===== src/rtl/exc_route_pkg.sv =====
package exc_route_pkg;
  localparam int EL_W     = 2;
  localparam int ROUTE_W  = 3;
  localparam int DTRAP_W  = 4;

  typedef logic [EL_W-1:0] el_t;
  localparam el_t EL0 = 2'd0;
  localparam el_t EL1 = 2'd1;
  localparam el_t EL2 = 2'd2;
  localparam el_t EL3 = 2'd3;

  // higher of two levels
  function automatic el_t el_max(input el_t a, input el_t b);
    return (a > b) ? a : b;
  endfunction

  // full routing decision from the effective trap state
  function automatic el_t route_level(input el_t nom, input el_t cur,
                                      input logic ns, input logic trap_eff);
    el_t lvl;
    lvl = (nom == EL0) ? EL1 : nom;
    if (trap_eff && lvl == EL1) lvl = EL2;
    lvl = el_max(lvl, cur);
    if (!ns && lvl == EL2) lvl = EL3;
    return lvl;
  endfunction
endpackage


===== src/rtl/exc_ctrl_eff.sv =====
module exc_ctrl_eff
  import exc_route_pkg::*;
#(
  parameter int RW = ROUTE_W,
  parameter int DW = DTRAP_W
) (
  input  logic          ns,
  input  logic          trap_gen,
  input  logic          host_ext,
  input  logic [RW-1:0] route_cfg,
  input  logic [DW-1:0] dbg_cfg,
  input  logic          mmu_cfg,
  output logic          trap_eff,
  output logic          force_ovr,
  output logic [RW-1:0] route_eff,
  output logic [DW-1:0] dbg_eff,
  output logic          mmu_eff,
  output logic          virq_en
);
  assign trap_eff  = ns & trap_gen;
  assign force_ovr = trap_eff & ~host_ext;
  assign mmu_eff   = mmu_cfg & ~trap_eff;
  assign virq_en   = ~trap_eff;

  for (genvar i = 0; i < RW; i++) begin : g_route
    assign route_eff[i] = route_cfg[i] | force_ovr;
  end
  for (genvar j = 0; j < DW; j++) begin : g_dbg
    assign dbg_eff[j] = dbg_cfg[j] | force_ovr;
  end
endmodule


===== src/rtl/exc_target_sel.sv =====
module exc_target_sel
  import exc_route_pkg::*;
(
  input  el_t  nom_el,
  input  el_t  cur_el,
  input  logic ns,
  input  logic trap_eff,
  output el_t  tgt_el,
  output logic redirected
);
  assign tgt_el     = route_level(nom_el, cur_el, ns, trap_eff);
  assign redirected = trap_eff & ((nom_el == EL0) | (nom_el == EL1));
endmodule


===== src/rtl/exc_ret_check.sv =====
module exc_ret_check
  import exc_route_pkg::*;
(
  input  logic ret_req,
  input  el_t  ret_el,
  input  logic ns,
  input  logic trap_eff,
  output logic ret_illegal
);
  logic to_el1_trapped;
  logic to_el2_secure;
  assign to_el1_trapped = trap_eff & (ret_el == EL1);
  assign to_el2_secure  = ~ns & (ret_el == EL2);
  assign ret_illegal    = ret_req & (to_el1_trapped | to_el2_secure);
endmodule


===== src/rtl/exc_route_top.sv =====
module exc_route_top
  import exc_route_pkg::*;
(
  input  logic               sec_ns,
  input  logic               trap_gen,
  input  logic               host_ext,
  input  logic [ROUTE_W-1:0] route_cfg,
  input  logic [DTRAP_W-1:0] dbg_trap_cfg,
  input  logic               el1_mmu_en,
  input  logic [EL_W-1:0]    cur_el,
  input  logic [EL_W-1:0]    nom_el,
  input  logic               ret_req,
  input  logic [EL_W-1:0]    ret_el,
  output logic [EL_W-1:0]    tgt_el,
  output logic [ROUTE_W-1:0] route_eff,
  output logic [DTRAP_W-1:0] dbg_trap_eff,
  output logic               el1_mmu_eff,
  output logic               virq_en,
  output logic               ret_illegal
);
  logic trap_eff;
  logic force_ovr;
  logic redirected;

  exc_ctrl_eff #(.RW(ROUTE_W), .DW(DTRAP_W)) u_ctrl (
    .ns(sec_ns), .trap_gen(trap_gen), .host_ext(host_ext),
    .route_cfg(route_cfg), .dbg_cfg(dbg_trap_cfg), .mmu_cfg(el1_mmu_en),
    .trap_eff(trap_eff), .force_ovr(force_ovr), .route_eff(route_eff),
    .dbg_eff(dbg_trap_eff), .mmu_eff(el1_mmu_eff), .virq_en(virq_en)
  );

  exc_target_sel u_sel (
    .nom_el(nom_el), .cur_el(cur_el), .ns(sec_ns), .trap_eff(trap_eff),
    .tgt_el(tgt_el), .redirected(redirected)
  );

  exc_ret_check u_ret (
    .ret_req(ret_req), .ret_el(ret_el), .ns(sec_ns), .trap_eff(trap_eff),
    .ret_illegal(ret_illegal)
  );
endmodule


===== config.mk =====
export PLATFORM = sky130hd
export DESIGN_NAME = exc_route_top
export DESIGN_NICKNAME = d
export VERILOG_FILES = /design/src/rtl/exc_route_pkg.sv /design/src/rtl/exc_ctrl_eff.sv /design/src/rtl/exc_target_sel.sv /design/src/rtl/exc_ret_check.sv /design/src/rtl/exc_route_top.sv
export SDC_FILE = /design/constraint.sdc
export NUM_CORES = 1
export LEC_CHECK = 0
export BUFFER_PORTS_ARGS = -buffer_cell sky130_fd_sc_hd__buf_2
export CORE_AREA = 2 2 39 41
export DETAILED_ROUTE_END_ITERATION = 8
export DIE_AREA = 0 0 41 43
export SETUP_SLACK_MARGIN = 0.5
export SLEW_MARGIN = 40
export SYNTH_ARGS = -nofsm -noshare
export SYNTH_HDL_FRONTEND = slang
export SYNTH_SLANG_ARGS = --single-unit

===== constraint.sdc =====
create_clock -name vclk -period 1.39
set_clock_uncertainty 0.15 [all_clocks]
set_input_delay 0.139 -clock vclk [all_inputs]
set_output_delay 0.139 -clock vclk [all_outputs]
set_load 0.05 [all_outputs]

# Word-level counts from Yosys, hierarchy flattened
# Cells that the tools add are included.
# word_totals
regBits	0
out_inout_bits	12
word_cells	30
# classes
mux	4
eq_ne	4
magnitude_cmp	1
reduce_logical	4
bitwise_logic	17
# ops
cell	count
two-way mux 2 bit	4
OR 1 bit	8
AND 1 bit	6
equality test 2 x 1 -> 1 bit, second input constant	2
equality test 2 bit, second input constant	2
inverter 1 bit	3
> comparator 2 bit	1
logical AND 1 bit	2
logical NOT 2 bit	1
logical NOT 1 bit	1

# Depth between registers and ports, before layout
# Gate-level depths: netlist (run 1).
# logic_depth
depth_word	10
depth_mapped	7
mapped_depth_nobuf	7

# Cells and area by module
# Synthesis (run 1) repeated with hierarchy kept, for this count alone.
# unflattened
cells_unflattened	33
hier_area_um2	226.5
# modules_own_cells
module	instances	area_each_um2	seq_area_each_um2	cells_per_inst
exc_target_sel	1	118.9	0.0	18
exc_ctrl_eff	1	83.8	0.0	12
exc_ret_check	1	23.8	0.0	3

# Least setup slack after synthesis (run 1)
# Ideal clock, no wire load.
# synth_timing
path_type	input-to-output
from	input port trap_gen
to	output port tgt_el[0]
path_stages	6
t_required_ps	1101
arrival_ps	1779
setup_slack_ps	-678
cell_sequence	nand2_2 -> nand2b_1 -> ha_1 -> nor2b_1 -> o21ai_0 -> o21bai_1
# synth_between
elab_chain_len	8
# synth_lines
element	line	source
start, declared	exc_route_top.sv:5	input logic trap_gen,
AND 1 bit (*)	exc_ctrl_eff.sv:20	assign trap_eff = ns & trap_gen;
logical AND 1 bit (*)	exc_route_pkg.sv:22	if (trap_eff && lvl == EL1) lvl = EL2;
two-way mux 2 bit (*)	exc_route_pkg.sv:22	
> comparator 2 bit	exc_route_pkg.sv:14	return (a > b) ? a : b;
two-way mux 2 bit (*)	exc_route_pkg.sv:14	
equality test 2 bit	exc_route_pkg.sv:24	if (!ns && lvl == EL2) lvl = EL3;
logical AND 1 bit	exc_route_pkg.sv:24	
two-way mux 2 bit (*)	exc_route_pkg.sv:24	
end, declared	exc_route_top.sv:14	output logic [EL_W-1:0] tgt_el,
# Every way passes the cells marked *; elsewhere a longest branch is shown, timed or not.

# Worst setup path in the final report (run 1)
# layout_timing
from	input port nom_el[1]
to	output port tgt_el[0]
# layout_between
elab_chain_len	10
# layout_lines
element	line	source
start, declared	exc_route_top.sv:11	input logic [EL_W-1:0] nom_el,
logical NOT 2 bit	n/a	
two-way mux 2 bit (*)	exc_route_pkg.sv:21	lvl = (nom == EL0) ? EL1 : nom;
equality test 2 x 1 -> 1 bit	exc_route_pkg.sv:22	
logical AND 1 bit	exc_route_pkg.sv:22	
two-way mux 2 bit (*)	exc_route_pkg.sv:22	
> comparator 2 bit	exc_route_pkg.sv:14	
two-way mux 2 bit (*)	exc_route_pkg.sv:14	
equality test 2 bit	exc_route_pkg.sv:24	
logical AND 1 bit	exc_route_pkg.sv:24	
two-way mux 2 bit (*)	exc_route_pkg.sv:24	
# Marks and branches as above.

==> qor.csv, run 1 <==
metric;value;unit
first-pass GRT wire length;1041;microns
RSZ-0062 raised after global routing;yes;
minimum clock period;1551;ps
Pwr Density;457.1;nW/um^2
Crit Path Class;primary input to output pin;
Worst Slack Setup Final;-160.6;ps
post-placement cell count;82;
vias;351;
layout cells sized above 1;0.8657;
Starting Density;0.1438;
failing checks;setup timing;
GRT Util Overall;0.08200;
synth cell count leaders;nand2b_1 (8), inv_1 (4), ha_1 (3);
Syn Nets;50;
Post-Layout Cell Count;83;
Slew HR;0.8490;
fin crit share;1.116;
# rows;14;
Critical Path Start Type;primary input;
critical path fanouts, max;2;
cells after synthesis;29;
Die H;43;microns
hold_ws;445.7;ps
required time of the worst setup path;1100;ps
Max stage delay on crit path;220;ps
post-route ant nets;0;
Register Area;0;sq um
initial antenna violation count;0;
drt pass-1 iters;1;
cell chain of the critical path;buf_8 -> nand2b_4 -> ha_4 -> nor2b_4 -> o311ai_1 -> o21bai_4 -> buf_6;
family with the most delay on the worst path;compound AO/OA/AOI/OAI gates;
Fillers;123;
die area;1763;sq um
number of DRC markers in iteration 0;0;
pre-CTS setup slack;-370.8;ps
area grow syn2layout;257.9;%
Detail Placement HPWL;637;microns
crit end category;output pin;
share of the synthesized area in the top cell type;0.2516;
Vias per Instance;4.229;
pin count of the biggest net entering global routing;8;
# clk buffers;0;
drt wl/cell;9.470;microns
FF+latch count;0;
HP Class;primary input to output pin;
Leak;0.3691;nW
die width;41;microns
GR Overflow Total;0;
IO Count;30;
Max-cap violations;0;
Ys Warns;0;
FMAX;644.9;MHz
Worst Path Buf+Inv;2;
sequential share of the synthesized area;0;
Yosys cell types;16;
Mapped Avg Cell Area;6.860;sq um
ranking of synthesized cells by area;nand2b_1 (25%), ha_1 (19%), inv_1 (7.5%);
Crit-path slowest cell;o311ai_1;
IO Port Bufs;30;
antenna diode count;0;
most frequent cell after synthesis;nand2b_1;
status;finished with violations;
gpl congestion;0.6857;
core area;1384;sq um
# DRC;0;
vias in the first global route;284;
final net count;90;
Critical Path AT;1260;ps
Final Max Tran Viols;0;
worst slew pin tran;223.0;ps
Final Hold Vio Count;0;
mapped cell area;198.9;sq um
VDD IR max;124.6;uV
final setup violation count;1;
overall power;0.3254;mW
Routed Wire Length;786;microns
largest area contributor in the netlist;nand2b_1;
[power breakdown]
| group | internal [mW] | switching (mW) | total [mW] |
|---|---|---|---|
| registers | 0 | 0 | 0 |
| clock network | 0 | 0 | 0 |
| logic | 0.165 | 0.160 | 0.325 |
[cells by family after synthesis]
logic type / after synthesis / share of synthesized area
simple gates: 17 / 0.5409
compound gates: 4 / 0.1447
fa+ha+maj: 3 / 0.1887
buf+inv: 4 / 0.07545
mux: 1 / 0.05032
[per-stage QoR]
stage	setup TNS, ps	utilization	area (sq um)
after floorplan	-94.15	-	325.3
after global placement	-659.9	0.3960	548.0
after detailed placement	-734.9	0.3960	548.0
after CTS	-167.7	0.5009	693.2
after global routing	-242.8	0.5145	711.9
final	-160.6	0.5145	711.9
[worst paths after layout]
path | start | end | slack [ps] | cells after the start
max | nom_el[1] | tgt_el[0] | -160 | 7
min | dbg_trap_cfg[2] | dbg_trap_eff[2] | 450 | 3
[layer usage]
metal	routed length, microns	up-vias	global-route usage
li1	-	173	-
met1	226	155	0.08254
met2	407	23	0.1719
met3	152	0	0.005236
met4	0	0	0
met5	0	-	0
[cells in the final DEF, fill, tap and decap left out]
master and instances:
ha_2 1, nand2_1 1, nor2b_4 1, mux2i_4 1, or2_1 1, inv_2 1, ha_1 1, clkinvlp_4 1
and2_4 1, nand3_1 1, nand2_8 1, o21a_2 1, o21ai_1 1, inv_1 2, buf_2 15, buf_6 2
or2_4 1, ha_4 1, nor3b_1 1, buf_4 7, o21bai_4 1, buf_8 14, nor3b_2 1, nand2b_4 8
o311ai_1 1
[cell type report]
class / count / area (sq um) / area share
Inverter: 4 / 18.77 / 0.02636
Multi-Input combinational cell: 25 / 312.8 / 0.4394
Tap cell: 16 / 20.02 / 0.02812
Timing Repair Buffer: 38 / 360.3 / 0.5062
[repair_timing]
| action | CTS | global route |
|---|---|---|
| setup endpoints to repair | 12 | 12 |
| gates resized for setup | 45 | 3 |
| hold buffers | 0 | 0 |
| pin swaps | 5 | 3 |
| setup buffers | 0 | 1 |
No activity file was read; power rests on OpenSTA's default activity.
==> inputs of run 2 (changes only) <==
Settings changed: ABC_AREA set to 1, SLEW_MARGIN 40 to 20.
==> run 2 against run 1 <==
  * The run still ends with setup timing left
  * Critical path depth grew 4
  * Synthesized cell count grew 62%
  * Worst setup slack gained 140 ps
  * Largest cell class is now multi-input combinational cells
  * Clock-buffer cell count is the same
  * Sequential cell count is the same
==> qor.csv, run 2 <==
metric;value;unit;change
status;finished with violations;;
failing checks;setup timing;;
net load switching power;0.2088;mW;+30%
Fillers;110;;-11%
placed cell area;603.1;sq um;+10%
die width;41;microns;unchanged
post-placement cell count;97;;+18%
Crit-path slowest cell;ha_4;;
most frequent cells in the layout;buf_2 (15), inv_1 (13), buf_8 (12);;
antenna diode count;0;;unchanged
# hold bufs at CTS;0;;unchanged
GRT Util Overall;0.1119;;+0.02989
core area;1384;sq um;unchanged
largest area contributor in the netlist;inv_1;;
IO Port Bufs;30;;unchanged
Worst Slack Setup Final;-18.63;ps;+141.9 ps
Final Hold Vio Count;0;;unchanged
minimum clock period;1409;ps;-141.9 ps
RSZ-0062 raised after global routing;yes;;
mapped cell area;227.7;sq um;+14%
Critical Path Start Type;primary input;;
post-route ant nets;0;;unchanged
FF+latch count;0;;unchanged
Yosys cell types;11;;-5
FMAX;709.9;MHz;+10%
initial antenna violation count;0;;unchanged
overall power;0.3805;mW;+17%
critical path fanouts, max;3;;+1
combinational share of power;1.000;;about the same
pre-CTS setup slack;-208.5;ps;+162.3 ps
worst slew pin tran;171.8;ps;-51.21 ps
vias in the first global route;382;;+35%
Die H;43;microns;unchanged
Max stage delay on crit path;250;ps;+30 ps
Mapped Avg Cell Area;4.845;sq um;-29%
drt wl/cell;9.545;microns;+0.80%
fin crit share;1.013;;-0.1021
Int Power;0.1717;mW;+3.8%
Ys Warns;0;;unchanged
die area;1763;sq um;unchanged
# DRC;0;;unchanged
synth cell count leaders;inv_1 (18), nand2_1 (14), ha_1 (3), nand2_2 (3);;
cell chain of the critical path;buf_8 -> nand2_8 -> nand2_8 -> nand2_4 -> inv_4 -> ha_4 -> nand2_2 -> nand2_2 -> nand2_2 -> nand3_4 -> buf_8;;
Max-cap violations;0;;unchanged
share of the synthesized area in the top cell type;0.2967;;+0.04513
Starting Density;0.1646;;+0.02080
Core Util, Final;0.6112;;+0.09674
fin area;845.8;sq um;+19%
final net count;106;;+18%
Routed Wire Length;945;microns;+20%
GR Overflow Total;0;;unchanged
Crit Path Class;primary input to output pin;;
final setup violation count;1;;unchanged
crit end category;output pin;;
drt pass-1 iters;2;;+1
most common cell after layout, fill and taps aside;buf_2;;
footprint of the multi-input gates;385.4;sq um;+23%
sequential share of the synthesized area;0;;unchanged
pin count of the biggest net entering global routing;8;;unchanged
Detail Placement HPWL;635.1;microns;-0.30%
area grow syn2layout;271.4;%;
Vias per Instance;3.939;;-6.8%
vias;390;;+11%
number of DRC markers in iteration 0;1;;+1
sequential power share;0;;unchanged
gpl congestion;0.6406;;-6.6%
most frequent cell after synthesis;inv_1;;
Slew HR;0.8853;;+0.03636
Leak;0.4229;nW;+15%
HP Class;primary input to output pin;;
layout cells sized above 1;0.8193;;-0.04639
Pwr Density;449.9;nW/um^2;-1.6%
cells after synthesis;47;;+62%
required time of the worst setup path;1100;ps;about the same
# rows;14;;unchanged
Sw Ratio;0.5487;;+0.05686
first-pass GRT wire length;1455;microns;+40%
Post-Layout Cell Count;99;;+19%
clock power share;0;;unchanged
IO Count;30;;unchanged
ranking of synthesized cells by area;inv_1 (30%), nand2_1 (23%), ha_1 (16%);;
Critical Path AT;1120;ps;-140 ps
most numerous cell on the critical path;nand2_2;;
Register Area;0;sq um;unchanged
Final Max Tran Viols;0;;unchanged
Syn Nets;68;;+36%
# clk buffers;0;;unchanged
VDD IR max;194.4;uV;+56%
==> run 2: cell count changes after synthesis, moves of 2 or more <==
cell | before | now
nor3b_1 | 2 | 0
nand2_2 | 1 | 3
nand2_1 | 1 | 14
nand2b_1 | 8 | 0
inv_1 | 4 | 18
nor2_1 | 0 | 2
==> run 2: logic make-up (layout without fill, tap and decap cells) <==
family                   Yosys count  in the layout  share of synthesized area
adder cells (fa/ha/maj)            3              3                     0.1649
buffers and inverters             19             55                     0.3461
AND/OR/NAND/NOR                   23             23                     0.4451
AO/OA/AOI/OAI                      2              2                    0.04391
==> run 2: final cells by class <==
cell class | instances | share of cell area
tap | 16 | 0.02367
multi-input combinational | 28 | 0.4556
inverter | 18 | 0.09320
timing repair buffer | 37 | 0.4275
==> run 2: path summary, 6_finish.rpt <==
path	to	slack, ps	cells past startpoint	from
setup / recovery	tgt_el[0]	-20	11	trap_gen
hold / removal	dbg_trap_eff[2]	480	4	dbg_trap_cfg[2]
==> run 2: timing repair <==
item                                    CTS  global route
buffers inserted                          2             0
endpoints found under the setup margin   12            12
resized for setup                        53            12
pin swaps                                14             8
==> run 2: power groups by stage <==
stage	logic, mW	registers, mW	clock network [mW]
after floorplan	0.202	0	0
final	0.380	0	0
after global routing	0.403	0	0
after global placement	0.265	0	0
after detailed placement	0.269	0	0
after CTS	0.355	0	0
==> run 2: per-stage QoR <==
| stage | hold slack (ps) | setup TNS (ps) |
|---|---|---|
| 2_1_floorplan | 203.0 | 0 |
| 3_3_place_gp | 537.1 | -947.0 |
| 3_5_place_dp | 545.3 | -1027 |
| 4_1_cts | 481.4 | -58.41 |
| 5_1_grt | 498.3 | -71.64 |
| 6_report | 480.7 | -18.63 |
==> run 2: critical path, delay by kind of cell <==
kind	cells	cell delay, ps
simple gates	7	450
buf+inv	3	280
fa+ha+maj	1	250
==> run 2: metal layers <==
metal / share of wire / GRT usage / wire, microns
met2: 0.62 / 0.2250 / 587
met4: 0 / 0 / 0
met3: 0.078 / 0.01571 / 74
met5: 0 / 0 / 0
met1: 0.30 / 0.1171 / 283
==> inputs of run 3 (changes only) <==
Clock period 1.39 ns to 1.8 ns, I/O delays scaled along.
==> run 3 against run 2 <==
  * Largest power group unchanged
  * Utilization is 18 points lower
  * Cell count is 6.1% lower
  * Sequential share of layout area stayed put
  * The run now ends clean
  * Combinational power is 42% lower
  * Critical path type unchanged
  * Hold slack better by 43 ps
  * Clock-buffer cell count stayed put
  * Critical path depth stayed put
  * Non-clock buffer count is 6 lower
==> qor.csv, run 3 (same netlist as run 2, synthesis figures left out) <==
metric;value;unit;change
core area;1384;sq um;unchanged
most frequent cells in the layout;buf_2 (18), inv_1 (15), buf_8 (10);;
layout cells sized above 1;0.6883;;-0.1310
VDD IR max;145.9;uV;-25%
status;completed;;
HP Class;primary input to output pin;;
drt pass-1 iters;1;;-1
Vias per Instance;3.817;;-3.1%
Pwr Density;369.1;nW/um^2;-18%
GRT Util Overall;0.07792;;-0.03397
Register Area;0;sq um;unchanged
gpl congestion;0.6740;;+5.2%
Starting Density;0.1646;;unchanged
Slew HR;0.8339;;-0.05143
drt wl/cell;7.516;microns;-21%
Die H;43;microns;unchanged
setup_tns;0;ps;+18.63 ps
Critical Path Start Type;primary input;;
FF+latch count;0;;unchanged
vias in the first global route;295;;-23%
family with the most delay on the worst path;simple AND/OR/NAND/NOR gates;;
Max stage delay on crit path;250;ps;about the same
minimum clock period;1511;ps;
# DRC;0;;unchanged
met2 WL post-DR;392;microns;-33%
Routed Wire Length;699;microns;-26%
most numerous cell on the critical path;nand2_2;;
final setup violation count;0;;-1
FMAX;661.8;MHz;
final net count;100;;-5.7%
Critical Path AT;1180;ps;+60 ps
Detail Placement HPWL;594.7;microns;-6.4%
first-pass GRT wire length;1035;microns;-29%
Final Hold Vio Count;0;;unchanged
# clk buffers;0;;unchanged
area grow syn2layout;163.7;%;
# rows;14;;unchanged
fin crit share;0.8394;;
required time of the worst setup path;1470;ps;+370 ps
critical path fanouts, max;3;;unchanged
cell chain of the critical path;buf_8 -> nand2_8 -> nand2_4 -> nand2_2 -> inv_2 -> ha_4 -> nand2_2 -> nand2_1 -> nand2_2 -> nand3_4 -> buf_8;;
crit end category;output pin;;
pin count of the biggest net entering global routing;8;;unchanged
Fillers;148;;+35%
antenna diode count;0;;unchanged
# hold bufs at CTS;0;;unchanged
Crit. Startpoint;trap_gen;;
Crit Path Class;primary input to output pin;;
IO Port Bufs;30;;unchanged
Worst Path Buf+Inv;3;;unchanged
GR Overflow Total;0;;unchanged
met3 wire len;84;microns;+14%
met1 wire length;223;microns;-21%
IO Count;30;;unchanged
most common cell after layout, fill and taps aside;buf_2;;
post-route ant nets;0;;unchanged
worst slew pin tran;250.9;ps;+79.06 ps
Crit-path slowest cell;ha_4;;
pre-CTS setup slack;115.5;ps;+324.0 ps
die width;41;microns;unchanged
die area;1763;sq um;unchanged
initial antenna violation count;0;;unchanged
vias;355;;-9.0%
Leak;0.3561;nW;-16%
Final Max Tran Viols;0;;unchanged
RSZ-0062 raised after global routing;yes;;
Max-cap violations;0;;unchanged
Worst Slack Setup Final;289.1;ps;+307.7 ps
min-delay src;dbg_trap_cfg[0];;
number of DRC markers in iteration 0;0;;-1
top routing layer in use;met3;;
[run 3: cell types whose count changed in the layout (fill, tap and decap cells not counted), sizes merged]
cell	before	now
inv	17	18
clkbuf	0	1
buf	37	30
clkinvlp	1	0
[run 3: path summary, 6_finish.rpt]
| path | cells past startpoint | slack [ps] | to |
|---|---|---|---|
| min | 4 | 520 | dbg_trap_eff[0] |
| max | 11 | 290 | tgt_el[0] |
[run 3: area by class of cell]
class	instances	area, sq um	area share
repair buffers	31	270.3	0.4500
well taps	16	20.02	0.03333
inverters	18	67.56	0.1125
multi-input cells	28	242.7	0.4042
[run 3: metrics by stage]
stage / hold slack [ps] / std cells / instance area [sq um] / power, mW / utilization
floorplan: 285.0 / 47 / 269.0 / 0.1197 / -
global placement: 581.3 / 92 / 427.9 / 0.1616 / 0.3092
detailed placement: 584.0 / 92 / 427.9 / 0.1629 / 0.3092
CTS: 528.2 / 93 / 530.5 / 0.1984 / 0.3834
global route: 537.2 / 93 / 600.6 / 0.2369 / 0.4340
finish: 523.4 / 93 / 600.6 / 0.2217 / 0.4340
[run 3: where the power goes]
| part | internal [mW] | leakage (nW) | switching, mW |
|---|---|---|---|
| combinational | 0.0946 | 0.356 | 0.127 |
| clock | 0 | 0 | 0 |
| sequential | 0 | 0 | 0 |
[run 3: tightest hold or removal path, stage by stage]
cell     delay (ps)
buf_2            70
inv_1            50
nand2_4          60
buf_8           130
[run 3: repair_timing]
action	4_1_cts	5_1_grt
resized for setup	27	21
hold endpoints to repair	0	0
pin swaps	7	9
setup endpoints to repair	9	10
setup buffers	1	0
[run 3: metal layers]
metal,up-vias,global-route usage
li1,188,-
met1,145,0.07911
met2,22,0.1625
met3,0,0.005236
met4,0,0
met5,-,0
